<file path="config.mk">
export PLATFORM = sky130hd
export DESIGN_NAME = gstage_atp_reg
export DESIGN_NICKNAME = d
export VERILOG_FILES = /design/src/rtl/gstage_atp_pkg.sv /design/src/rtl/gstage_atp_ctrl.sv /design/src/rtl/gstage_atp_dpath.sv /design/src/rtl/gstage_atp_reg.sv
export SDC_FILE = /design/constraint.sdc
export NUM_CORES = 1
export LEC_CHECK = 0
export ABC_AREA = 1
export BUFFER_PORTS_ARGS = -buffer_cell sky130_fd_sc_hd__buf_2
export CAP_MARGIN = 20
export CORE_MARGIN = 4
export CORE_UTILIZATION = 25
export CTS_CLUSTER_DIAMETER = 100
export DETAILED_ROUTE_END_ITERATION = 8
export MAX_ROUTING_LAYER = met4
export PLACE_DENSITY = 0.64
export SYNTH_ARGS = -nofsm -noshare
export SYNTH_HDL_FRONTEND = slang
export SYNTH_SLANG_ARGS = --single-unit
</file>
<file path="constraint.sdc">
create_clock -name clk -period 1.7 [get_ports clk]
set_input_delay 0.255 -clock clk [delete_from_list [all_inputs] [get_ports clk]]
set_output_delay 0.255 -clock clk [all_outputs]
set_load 0.02 [all_outputs]
</file>
<file path="src/rtl/gstage_atp_pkg.sv">
package gstage_atp_pkg;
  localparam int REG_W      = 64;
  localparam int MODE_W     = 4;
  localparam int VMID_MAX   = 14;
  localparam int PPN_W      = 44;
  localparam int VMID_LSB   = 44;
  localparam int MODE_LSB   = 60;

  localparam logic [MODE_W-1:0] MODE_BARE = 4'd0;
  localparam logic [MODE_W-1:0] MODE_P39  = 4'd8;
  localparam logic [MODE_W-1:0] MODE_P48  = 4'd9;
  localparam logic [MODE_W-1:0] MODE_P57  = 4'd10;

  typedef struct packed {
    logic load;      // accept the write
    logic clearRest; // write selects Bare: zero other fields
  } atpStrobe_t;
endpackage

</file>
<file path="src/rtl/gstage_atp_ctrl.sv">
module gstage_atp_ctrl
  import gstage_atp_pkg::*;
#(
  parameter logic [2:0] SUPPORT_MASK = 3'b011
) (
  input  logic              wrEn,
  input  logic [MODE_W-1:0] wrMode,
  input  logic              virt,
  input  logic [1:0]        priv,
  output atpStrobe_t        strobe,
  output logic              active
);
  logic [2:0] pagedHit;
  logic       modeOk;

  genvar g;
  generate
    for (g = 0; g < 3; g++) begin : g_paged
      localparam logic [MODE_W-1:0] CODE = MODE_P39 + MODE_W'(g);
      assign pagedHit[g] = SUPPORT_MASK[g] && (wrMode == CODE);
    end
  endgenerate

  always_comb begin
    modeOk           = (wrMode == MODE_BARE) || (|pagedHit);
    strobe.load      = wrEn && modeOk;
    strobe.clearRest = (wrMode == MODE_BARE);
    active           = virt && ((priv == 2'b00) || (priv == 2'b01));
  end
endmodule

</file>
<file path="src/rtl/gstage_atp_dpath.sv">
module gstage_atp_dpath
  import gstage_atp_pkg::*;
#(
  parameter int VMID_LEN = 7
) (
  input  logic                clk,
  input  logic                rstN,
  input  atpStrobe_t          strobe,
  input  logic [REG_W-1:0]    wrData,
  output logic [REG_W-1:0]    rdData,
  output logic [MODE_W-1:0]   modeOut,
  output logic [VMID_MAX-1:0] vmidOut,
  output logic [PPN_W-1:0]    rootPpn
);
  localparam int PPN_HI_W = PPN_W - 2;

  logic [MODE_W-1:0]   modeQ;
  logic [PPN_HI_W-1:0] ppnHiQ;
  logic [VMID_MAX-1:0] vmidWide;

  always_ff @(posedge clk) begin
    if (!rstN) begin
      modeQ  <= MODE_BARE;
      ppnHiQ <= '0;
    end else if (strobe.load) begin
      modeQ  <= wrData[MODE_LSB +: MODE_W];
      ppnHiQ <= strobe.clearRest ? '0 : wrData[2 +: PPN_HI_W];
    end
  end

  generate
    if (VMID_LEN > 0) begin : g_vmid
      logic [VMID_LEN-1:0] vmidQ;
      always_ff @(posedge clk) begin
        if (!rstN)
          vmidQ <= '0;
        else if (strobe.load)
          vmidQ <= strobe.clearRest ? '0 : wrData[VMID_LSB +: VMID_LEN];
      end
      if (VMID_LEN < VMID_MAX) begin : g_pad
        assign vmidWide = {{(VMID_MAX-VMID_LEN){1'b0}}, vmidQ};
      end else begin : g_full
        assign vmidWide = vmidQ;
      end
    end else begin : g_novmid
      assign vmidWide = '0;
    end
  endgenerate

  always_comb begin
    modeOut = modeQ;
    vmidOut = vmidWide;
    rootPpn = {ppnHiQ, 2'b00};
    rdData  = {modeQ, 2'b00, vmidWide, ppnHiQ, 2'b00};
  end
endmodule

</file>
<file path="src/rtl/gstage_atp_reg.sv">
module gstage_atp_reg
  import gstage_atp_pkg::*;
#(
  parameter int         VMID_LEN     = 7,
  parameter logic [2:0] SUPPORT_MASK = 3'b011
) (
  input  logic         clk,
  input  logic         rstN,
  input  logic         wrEn,
  input  logic [63:0]  wrData,
  input  logic         virt,
  input  logic [1:0]   priv,
  output logic [63:0]  rdData,
  output logic [3:0]   modeOut,
  output logic [13:0]  vmidOut,
  output logic [43:0]  rootPpn,
  output logic         active
);
  atpStrobe_t strobe;

  gstage_atp_ctrl #(.SUPPORT_MASK(SUPPORT_MASK)) u_ctrl (
    .wrEn   (wrEn),
    .wrMode (wrData[MODE_LSB +: MODE_W]),
    .virt   (virt),
    .priv   (priv),
    .strobe (strobe),
    .active (active)
  );

  gstage_atp_dpath #(.VMID_LEN(VMID_LEN)) u_dpath (
    .clk     (clk),
    .rstN    (rstN),
    .strobe  (strobe),
    .wrData  (wrData),
    .rdData  (rdData),
    .modeOut (modeOut),
    .vmidOut (vmidOut),
    .rootPpn (rootPpn)
  );
endmodule

</file>
==> impl.org, run 1 <==
** Place
- Area post-placement :: 3050 µm²
- Cell Count Post-Placement :: 549
- Final Wtd Congestion :: 0.704
- In this run the tool buffered the top-level ports with 164 buffer cells.
- HPWL after DPL :: 5300 µm

** Floorplanning
- In this run the core area contains 37 standard-cell rows.
- Die W :: 110 µm
- Die ar. :: 12200 µm²
- Floorplan Core Area :: 10300 µm²
- Count of pins on the block boundary :: 197
- Effective utilization at floorplan :: 25.5%
- From bottom edge to top edge, the die measures 110 µm.

** Clocking
- After clock tree synthesis, the clock-pin slew on the worst setup and hold paths is 0.10 ns.
- After clock tree synthesis, the setup repair step added 0 buffers.
- After clock tree synthesis, the flow added hold-fix buffers numbering 0.
- CTS H-tree lvls :: 2
- The clock drives 53 sinks.
- For the worst-skew pair, the clock arrives at the later sink with an insertion delay of 0.30 ns.
- TritonCTS built the clock tree.
- Buffers inserted during clock tree synthesis total 5.
- After clock tree synthesis, the repair step resized 0 gates.
- Clock root buffer :: sky130_fd_sc_hd__clkbuf_8
- Bufs on Longest Clock Path :: 2

** Logic synthesis
- Summed over all instances, the cell type with the most area after synthesis is sky130_fd_sc_hd__dfxtp_1.
- Mean post-synth cell area :: 8.16 µm²
- Distinct cell type count of the synthesized netlist :: 16
- Summing the sequential cell areas from Yosys gives 40.5% of the chip area.
- The mapped netlist covers 2620 µm².
- After synthesis the netlist holds a flip-flop and latch count of 53.
- List of most frequent post-synthesis cells :: 74 x sky130_fd_sc_hd__buf_4, 53 x sky130_fd_sc_hd__dfxtp_1, 52 x sky130_fd_sc_hd__nand2_1
- After technology mapping, the gate count stands at 321.
- Leading cell types by total area after synthesis :: sky130_fd_sc_hd__dfxtp_1 41%, sky130_fd_sc_hd__buf_4 21%, sky130_fd_sc_hd__nand4_1 12%, sky130_fd_sc_hd__a21oi_1 9.6%, sky130_fd_sc_hd__nand2_1 7.5%
- Of the post-synthesis cell area, the dominant cell type holds 40.5%.
- Yosys printed 0 warnings.
- For this run, the leading register cell type out of synthesis is sky130_fd_sc_hd__dfxtp_1.
- For this run, asynchronously set or reset flops after synthesis account for 0%.
- Library cell with the highest instance count after synthesis :: sky130_fd_sc_hd__buf_4
- In this run, synthesis inferred 0 flip-flops with an integrated enable.

** Setup path
- The worst register-to-register path begins at u_dpath.ppnHiQ[29]$_SDFFE_PN0P_.
- Worst-path cell chain :: buf_2
- Type of element launching the critical path :: flip-flop
- Critical Setup Path Class :: reg -> out
- In this run the worst path has a maximum fanout of 3.
- Data arrival time of the critical path :: 0.93 ns
- Crit-path leading delay family :: flip-flops
- The number of buffers and inverters on the critical path is 1.
- Worst path required time :: 1.44 ns
- Depth of the worst register-to-register path :: 2
- In this run the number of cells on the critical path is 1.
- In this design, the stage delay of the slowest critical-path cell is 0.42 ns.
- The largest individual stage delay along the critical path comes from the cell sky130_fd_sc_hd__dfxtp_1.
- Tracing the worst setup path back leads to its startpoint at u_dpath.ppnHiQ[29]$_SDFFE_PN0P_.
- Kind of capture point of the worst setup path :: output port

** Cells and area
- Number of filler cells placed in the layout :: 1120
- Compared with the post-synthesis result, the final layout area differs by 21.6%.
- Register area :: 1060 µm²
- Final antenna diode count :: 0
- After routing the design area is 3180 µm².
- Post-Route Utilization :: 31.0%
- The multi-input combinational cells in the finished layout cover a total of 892 µm².
- After the last flow step, the layout net total stands at 490.
- The finished layout holds 557 standard cells, fillers aside.
- Of the cells placed in the final design, the portion with a size suffix greater than 1 is 43.9%.

** Drt
- Wire length on met3 :: 659 µm
- In the routed layout, each cell is associated on average with a via count of 4.37.
- Wire segments on met2 add up to 3440 µm in the final route.
- First-pass iteration count of the detailed router :: 4
- The detailed router placed 2432 vias in this run.
- Number of nets with antenna violations after detailed routing :: 0
- Wires add up to 7240 µm.
- Met1 Wirelength :: 3090 µm
- Detail-routed net length per standard cell :: 13.0 µm
- Routed signal wires occupy layers up through met4.
- For this block, the initial DRC count from the detailed router was 139.
- In the routed design, unresolved DRC markers number 0.

** Global routing
- The first global-routing pass estimated 10200 µm of wire.
- Global routing usage summed across all routing layers :: 11.0%
- Global route overflow :: 0
- Largest net degree at the start of global routing :: 36
- The initial antenna violation count came to 0.
- Vias in the first global route :: 2046

** STA
- The count of pins over their slew limit is 0.
- Skew final :: 0 ns
- Highest Clock Rate :: 0.847 GHz
- Shortest clock period the worst path allows after layout :: 1.18 ns
- Share of the cycle needed by the critical path after routing :: 69.4%
- Setup violations remaining at the end of the flow were counted as 0.
- Setup tns final :: 0 ns
- Setup repair after global routing left no endpoint under its margin.
- Final number of hold-violating endpoints :: 0

** Min path
- Counting instances, the worst hold path has a depth of 3.
- Start point of the worst hold path :: rstN
- Class of the tightest hold or removal check :: in -> reg

** Power and ir drop
- In this run the static leakage power is 1.60 nW.
- IR Drop Worst-Case VDD :: 0.000314 V
- Ratio of total power to cell area :: 839 nW/µm²

** Flow run
- Across the run, the number of max-cap violations was 0.

** Status
- The flow ran to the end, and the final reports show no timing, DRC or antenna violations.
## layout by cell type (no fill, tap or decap), drive strengths merged
| cell type | Yosys | layout |
|---|---|---|
| dfxtp | 53 | 53 |
| clkbuf | 5 | 5 |
| a21oi | 50 | 50 |
| inv | 7 | 7 |
| buf | 95 | 173 |
| nand3 | 3 | 3 |
| nand4 | 51 | 51 |
| bufinv | 0 | 2 |
| clkinv | 0 | 1 |
| nand2 | 53 | 53 |
| conb | 1 | 20 |
| nor2 | 3 | 3 |
## kinds of logic (layout without fill, tap and decap cells)
kind of cell | after synthesis | in the layout | share of synthesized area [%]
other | 1 | 20 | 0.143
buffers and inverters | 107 | 188 | 28.1
AO/OA/AOI/OAI | 50 | 50 | 9.56
flip-flops | 53 | 53 | 40.5
AND/OR/NAND/NOR | 110 | 110 | 21.6
## path summary, 6_finish.rpt
check	slack, ns	endpoint
worst max-delay path	0.52	rootPpn[31]
worst min-delay path	0.21	u_dpath.modeOut[3]$_SDFFE_PN0P_
worst max register to register	1.02	u_dpath.ppnHiQ[29]$_SDFFE_PN0P_
worst min register to register	0.47	u_dpath.ppnHiQ[8]$_SDFFE_PN0P_
## per-stage QoR
step	setup WS [ns]	total power [mW]	hold WS [ns]
floorplan	0.714	1.61	0.376
global placement	0.391	1.69	0.457
detailed placement	0.375	1.69	0.460
CTS	0.501	2.72	0.189
global route	0.471	2.81	0.207
finish	0.519	2.67	0.207
## layer usage
layer  track usage [%]  up-vias
met5                 -        -
met4              2.73        0
met3              2.50        8
met2              18.5      115
met1              13.5     1120
li1                  -     1189
## layout make-up
cell class / instances / area share [%]
clock buffers: 5 / 2.16
clock inverters: 3 / 2.04
inverters: 7 / 0.825
multi-input cells: 180 / 28.0
flip-flops and latches: 53 / 33.3
well taps: 136 / 5.34
repair buffers: 173 / 28.3
## registers in the layout, summed over array words and instances (netlist names)
register,cells
u_dpath.ppnHiQ,42
u_dpath.g_vmid.vmidQ,7
u_dpath.modeOut,4
## tightest hold or removal path: stages
cell                      delay, ns
sky130_fd_sc_hd__buf_2         0.12
sky130_fd_sc_hd__nand2_1       0.06
sky130_fd_sc_hd__nor2_1        0.03
## where the power goes
group | total (mW) | switching (mW) | internal (mW)
logic | 0.380 | 0.260 | 0.120
registers | 1.28 | 0.0177 | 1.27
clock network | 1.01 | 0.422 | 0.585
(Power assumes the default switching activity.)
==> inputs of run 2 (changes only) <==
Clock period 1.7 ns to 1.2 ns, I/O delays scaled along.
==> impl.org, run 2 (synthesized netlist as in run 1, its figures left out) <==
** Power and ir drop
- Logic gate share of total power :: 16.4%
- VDD sags by at most 0.000429 V.
- In this run the power spent charging and discharging nets is 0.944 mW.
- The internal portion of the total power is 2.43 mW.
- In this run the static leakage power is 1.59 nW.
- Proportion of power drawn by flip-flops and latches :: 53.8%
- Net Sw Frac :: 27.9%
- Total power :: 3.38 mW
- For this design the ratio of total power to cell area is 1060 nW/µm².
- Fraction of power consumed by the clock network :: 29.8%

** Setup path
- In this run the worst path has a maximum fanout of 3.
- Critical path depth :: 1
- Endpoint of the lowest-slack register-to-register path :: u_dpath.ppnHiQ[29]$_SDFFE_PN0P_
- The worst register-to-register path begins at u_dpath.ppnHiQ[29]$_SDFFE_PN0P_.
- Buffers and inverters on the worst path :: 1
- Type of element launching the critical path :: flip-flop
- The worst setup path is captured at an output port.
- CP max stage delay :: 0.42 ns
- Among cell families on the critical path, the largest total delay comes from flip-flops.
- Setup slack on the worst reg-to-reg path comes out at 0.54 ns.
- The slowest stage of the critical path is the sky130_fd_sc_hd__dfxtp_1 cell.
- For the worst flop-to-flop path, the logic depth is 2.
- The setup path with the least slack is of type reg -> out.
- STA puts the critical path data arrival time at 0.91 ns.
- Worst path required time :: 1.02 ns
- Worst-path cell chain :: buf_2

** Floorplanning
- Floorplan Core Area :: 10300 µm²
- 197 I/O pins were placed.
- Vert. Die Dim :: 110 µm
- The initial utilization of the core area, before any placement, comes to 25.5%.
- The floorplan has 37 rows.
- Die W :: 110 µm
- The die covers 12200 µm².

** Drt
- Detail-routed net length per standard cell :: 13.1 µm
- In the routed layout, each cell is associated on average with a via count of 4.38.
- The first detailed-routing pass ran for 4 iterations.
- Routed wire length :: 7320 µm
- In this run, the number of DRC markers left after iteration 0 of detailed routing was 183.
- Number of nets with antenna violations after detailed routing :: 0
- DRC violations left :: 0
- For this block, the via count after detailed routing is 2443.

** STA
- The final critical path takes up 91.1% of the cycle.
- Setup total negative slack on the finished layout was measured at 0 ns.
- Final setup fails :: 0
- The routed design could run at a clock period as short as 1.09 ns.
- Static timing analysis puts the maximum clock frequency at 0.915 GHz.
- Skew final :: 0 ns
- Final number of hold-violating endpoints :: 0
- The count of pins over their slew limit was 0.
- Setup repair after global routing left no endpoint under its margin.
- Final Worst Setup Slack :: 0.107 ns

** Min path
- The worst hold path passes through 3 cells.
- The startpoint identified for the worst hold timing path is rstN.
- The worst hold path terminates at u_dpath.modeOut[3]$_SDFFE_PN0P_.
- Class of the tightest hold or removal check :: in -> reg

** Clocking
- Clock-pin slew reported for the worst setup and hold paths after clock tree synthesis :: 0.10 ns
- Once the clock tree was built, the resizer swapped 0 gates to a different size.
- Clock root buffer :: sky130_fd_sc_hd__clkbuf_8
- In this run the post-CTS setup repair buffer count came out at 0.
- CTS H-tree lvls :: 2
- Number of CTS-inserted buffers :: 5
- TritonCTS built the clock tree.
- Total number of clock tree sinks :: 53
- Bufs on Longest Clock Path :: 2
- Buffers inserted to repair hold after CTS numbered 0.
- At the later pin of the worst-skew pair, clock insertion delay measures 0.29 ns.

** Global routing
- The initial antenna violation count was 0.
- Entering global routing, the biggest net connects 29 pins.
- Global routing used 11.3% of the available tracks across all layers.
- The number of global-route vias before repair is 2138.
- Wire length of the first global-routing pass :: 10500 µm
- Global route overflow :: 0

** Cells and area
- Area growth from synthesis to final layout :: 21.3%
- The net count of the finished layout is 492.
- Summing all flip-flop and latch instances after layout gives 1060 µm².
- Number of flip-flops under the largest register name :: 42
- Post-Route Utilization :: 30.9%
- Final antenna diode count :: 0
- Layout cell share with drive strength beyond 1 :: 43.8%
- Counting the fill cells in the layout gives 1106.
- Post-route design area :: 3180 µm²
- Area taken by multi-input logic gates :: 892 µm²
- Ranked by flip-flop count, first place goes to u_dpath.ppnHiQ.
- The library cells used most frequently in the layout, excluding fill and tap cells, are 164 x sky130_fd_sc_hd__buf_2, 53 x sky130_fd_sc_hd__dfxtp_1, 52 x sky130_fd_sc_hd__nand2_1.
- Most common library cell in the layout ignoring fill and taps :: sky130_fd_sc_hd__buf_2

** Status
- The flow ran to the end, and the final reports show no timing, DRC or antenna violations.

** Place
- OpenSTA, run right after detailed placement, puts the worst setup slack at -0.0115 ns.
- Buffers placed on the I/O ports in this run total 164.
- Summing all placed instances gives a cell area of 3090 µm².
- HPWL after DPL :: 5430 µm
- Routability-driven placement finished with a final weighted congestion of 0.690.

** Flow run
- The tool flagged a number of max-cap violations equal to 0.
-- run 2: cell count changes in the layout (fill, tap and decap cells not counted) --
cell	delta
sky130_fd_sc_hd__clkinv_2	-1
sky130_fd_sc_hd__clkbuf_1	+1
sky130_fd_sc_hd__buf_12	+2
sky130_fd_sc_hd__bufinv_16	-2
sky130_fd_sc_hd__clkbuf_8	+1
-- run 2: worst max path at each step --
stage,from,to,slack (ns)
6_report,u_dpath.ppnHiQ[29]$_SDFFE_PN0P_,rdData[31],0.11
5_1_grt,u_dpath.ppnHiQ[29]$_SDFFE_PN0P_,rdData[31],0.03
4_1_cts,u_dpath.ppnHiQ[29]$_SDFFE_PN0P_,rdData[31],0.07
3_5_place_dp,wrData[61],u_dpath.ppnHiQ[10]$_SDFFE_PN0P_,-0.01
3_3_place_gp,wrData[61],u_dpath.ppnHiQ[17]$_SDFFE_PN0P_,0.02
2_1_floorplan,wrData[63],u_dpath.g_vmid.vmidQ[0]$_SDFFE_PN0P_,0.29
-- run 2: cell type report --
cell class                 instances  share of cell area (%)
clock buffer                       7                    2.72
inverter                           7                   0.827
multi-input combinational        180                    28.1
sequential                        53                    33.4
tap                              136                    5.36
timing repair buffer             175                    29.6
-- run 2: power by group through the flow --
stage / combinational [mW] / clock (mW) / sequential [mW]
after detailed placement: 0.554 / 0 / 1.86
final: 0.552 / 1.01 / 1.82
after CTS: 0.555 / 1.08 / 1.82
after global routing: 0.599 / 1.17 / 1.83
after global placement: 0.550 / 0 / 1.86
after floorplan: 0.382 / 0 / 1.90
-- run 2: per-layer routing --
metal | up-vias | wire length, µm | global-route usage, %
li1 | 1193 | - | -
met2 | 118 | 3620 | 20.1
met4 | 0 | 65 | 2.55
met3 | 8 | 656 | 2.97
met1 | 1124 | 2980 | 12.8
met5 | - | 0 | -
-- run 2: per-stage QoR --
| stage | hold WS (ns) | cells |
|---|---|---|
| CTS | 0.123 | 558 |
| global route | 0.125 | 558 |
| finish | 0.142 | 558 |
| floorplan | 0.301 | 340 |
| global placement | 0.451 | 551 |
| detailed placement | 0.453 | 551 |
==> inputs of run 3 (changes only) <==
Settings changed: PLACE_DENSITY 0.64 to 0.66.
Clock period 1.2 ns to 1 ns, I/O delays scaled along.
==> impl.org, run 3 (synthesized netlist as in run 1, its figures left out) <==
** Status
- The flow ran to the end, and the final reports show no timing, DRC or antenna violations.

** Setup path
- Launch point of the worst path :: u_dpath.modeOut[3]$_SDFFE_PN0P_
- On the critical path, the stage with the largest delay is an instance of sky130_fd_sc_hd__dfxtp_2.
- In this run the number of cells on the critical path is 1.
- By startpoint and endpoint, the worst setup path is classified as reg -> out.
- Worst setup slack for register-to-register paths :: 0.36 ns
- Measured in cells, the most critical reg-to-reg path has a length of 2.
- Along the worst path, the maximum fanout reaches 3.
- Buffers and inverters on the worst path :: 1
- The cell family contributing the most delay on the critical path is flip-flops.
- At the worst endpoint, the required time is 0.85 ns.
- The worst setup path is launched from a flip-flop.
- On the worst path, the slowest cell contributes a delay of 0.36 ns.
- Endpoint of the lowest-slack register-to-register path :: u_dpath.ppnHiQ[30]$_SDFFE_PN0P_
- For the worst setup path, the data arrival time is 0.82 ns.
- Kind of capture point of the worst setup path :: output port
- Traced cell by cell, the critical path runs through buf_2.
- In this run the critical register-to-register path is launched from u_dpath.ppnHiQ[30]$_SDFFE_PN0P_.

** Drt
- First-pass iteration count of the detailed router :: 4
- Number of DRC markers in iteration 0 :: 130
- Routed wire length :: 7860 µm
- Drt via density :: 4.41
- Number of nets with antenna violations after detailed routing :: 0
- The detailed router placed 2463 vias in this run.
- DRC violations left :: 0
- Dividing the detail-routed wire length by the instance count gives 14.1 µm.

** Cells and area
- Area growth from synthesis to final layout :: 35.9%
- Of the cells placed in the final design, the portion with a size suffix greater than 1 is 56.0%.
- Final antenna diode count :: 0
- The register with the most flip-flops in the final layout is u_dpath.ppnHiQ.
- Most common library cell in the layout ignoring fill and taps :: sky130_fd_sc_hd__buf_4
- In the layout the commonest cells are 96 x sky130_fd_sc_hd__buf_4, 66 x sky130_fd_sc_hd__buf_2, 52 x sky130_fd_sc_hd__nand2_1.
- Number of flip-flops under the largest register name :: 42
- Cells fill 34.6% of the core in the end.
- # nets final :: 492
- Post-route design area :: 3560 µm²

** Clocking
- Clock Latency Late Sink :: 0.30 ns
- In this run the number of H-tree levels came out at 2.
- Clock-pin slew reported for the worst setup and hold paths after clock tree synthesis :: 0.09 ns
- Total number of clock tree sinks :: 53
- CTS-repair resized insts :: 76
- The tree is rooted in a sky130_fd_sc_hd__clkbuf_8.
- Clock tree from TritonCTS :: built
- Once the clock tree was built, the setup fixing pass inserted 0 buffers.
- Bufs on Longest Clock Path :: 2
- Total of hold buffers inserted after clock tree synthesis :: 0
- In this run, CTS created clock tree buffers numbering 5.

** Place
- Timing analysis after detailed placement gives a worst setup slack of -0.0598 ns.
- In this run the cell area measured after placement is 3140 µm².
- Port Buffer Count :: 164
- HPWL after DPL :: 5380 µm
- Final Wtd Congestion :: 0.704

** STA
- Share of the cycle needed by the critical path after routing :: 96.8%
- The final-report hold violation count was 0.
- Final setup fails :: 0
- Final Worst Setup Slack :: 0.0322 ns
- Static timing analysis puts the maximum clock frequency at 1.03 GHz.
- Shortest clock period the worst path allows after layout :: 0.968 ns
- On the final layout, the worst clock skew is 0 ns.
- Final max-slew violation count :: 0
- Setup repair after global routing could not meet its margin everywhere.

** Global routing
- Largest net degree at the start of global routing :: 51
- The number of global-route vias before repair is 2259.
- Global routing consumed, over all layers together, 12.1% of the routing resources.
- Global route overflow :: 0
- Wire length of the first global-routing pass :: 11100 µm
- The initial antenna violation count came to 0.

** Power and ir drop
- The analysis attributes to cell leakage a power of 1.63 nW.
- Across the VDD grid, the largest voltage drop is 0.000538 V.
- Total power :: 4.12 mW
- Ratio of total power to cell area :: 1160 nW/µm²

** Floorplanning
- Count of standard-cell rows :: 37
- The die is 110 µm tall.
- Die W :: 110 µm
- In this run the count of I/O pins placed on the die edge is 197.
- Floorplan Core Area :: 10300 µm²
- Die ar. :: 12200 µm²
- The initial utilization of the core area, before any placement, comes to 25.5%.

** Min path
- For hold timing, the worst endpoint is u_dpath.modeOut[3]$_SDFFE_PN0P_.
- Class of the tightest hold or removal check :: in -> reg
- Start point of the worst hold path :: rstN
- Hold Path Cell Cnt :: 3

** Flow run
- Max-cap violations :: 0
==> run 3: metal layers <==
layer  share of wire (%)  track usage, %  up-vias
met5                   0               -        -
met4                0.66            2.64        0
met3                 8.2            2.62        7
met2                  50            21.3      114
met1                  41            14.1     1149
li1                    -               -     1193
==> run 3: cell type report <==
type / instances / area, µm²
Inverter: 7 / 26.3
Sequential cell: 53 / 1130
Timing Repair Buffer: 175 / 1260
Clock buffer: 6 / 72.6
Fill cell: 1089 / 6720
Multi-Input combinational cell: 180 / 892
Tap cell: 136 / 170
Clock inverter: 2 / 10.0
==> run 3: how the worst max path moves through the flow <==
stage	end	slack [ns]
floorplan	u_dpath.g_vmid.vmidQ[0]$_SDFFE_PN0P_	0.12
global placement	u_dpath.modeOut[3]$_SDFFE_PN0P_	-0.07
detailed placement	u_dpath.ppnHiQ[12]$_SDFFE_PN0P_	-0.06
CTS	rdData[31]	-0.002
global route	modeOut[3]	-0.02
finish	modeOut[3]	0.03
==> run 3: power by group <==
part	total, mW	switching, mW	internal [mW]
Sequential	2.19	0.0371	2.16
Combinational	0.737	0.453	0.284
Clock	1.19	0.705	0.488
==> run 3: through the flow <==
| stage | hold WS (ns) | TNS [ns] | cells |
|---|---|---|---|
| after floorplan | 0.271 | 0 | 340 |
| after detailed placement | 0.427 | -1.80 | 551 |
| after global placement | 0.423 | -0.998 | 551 |
| after CTS | 0.0870 | -0.00400 | 559 |
| after global routing | 0.0969 | -0.0892 | 559 |
| final | 0.0985 | 0 | 559 |
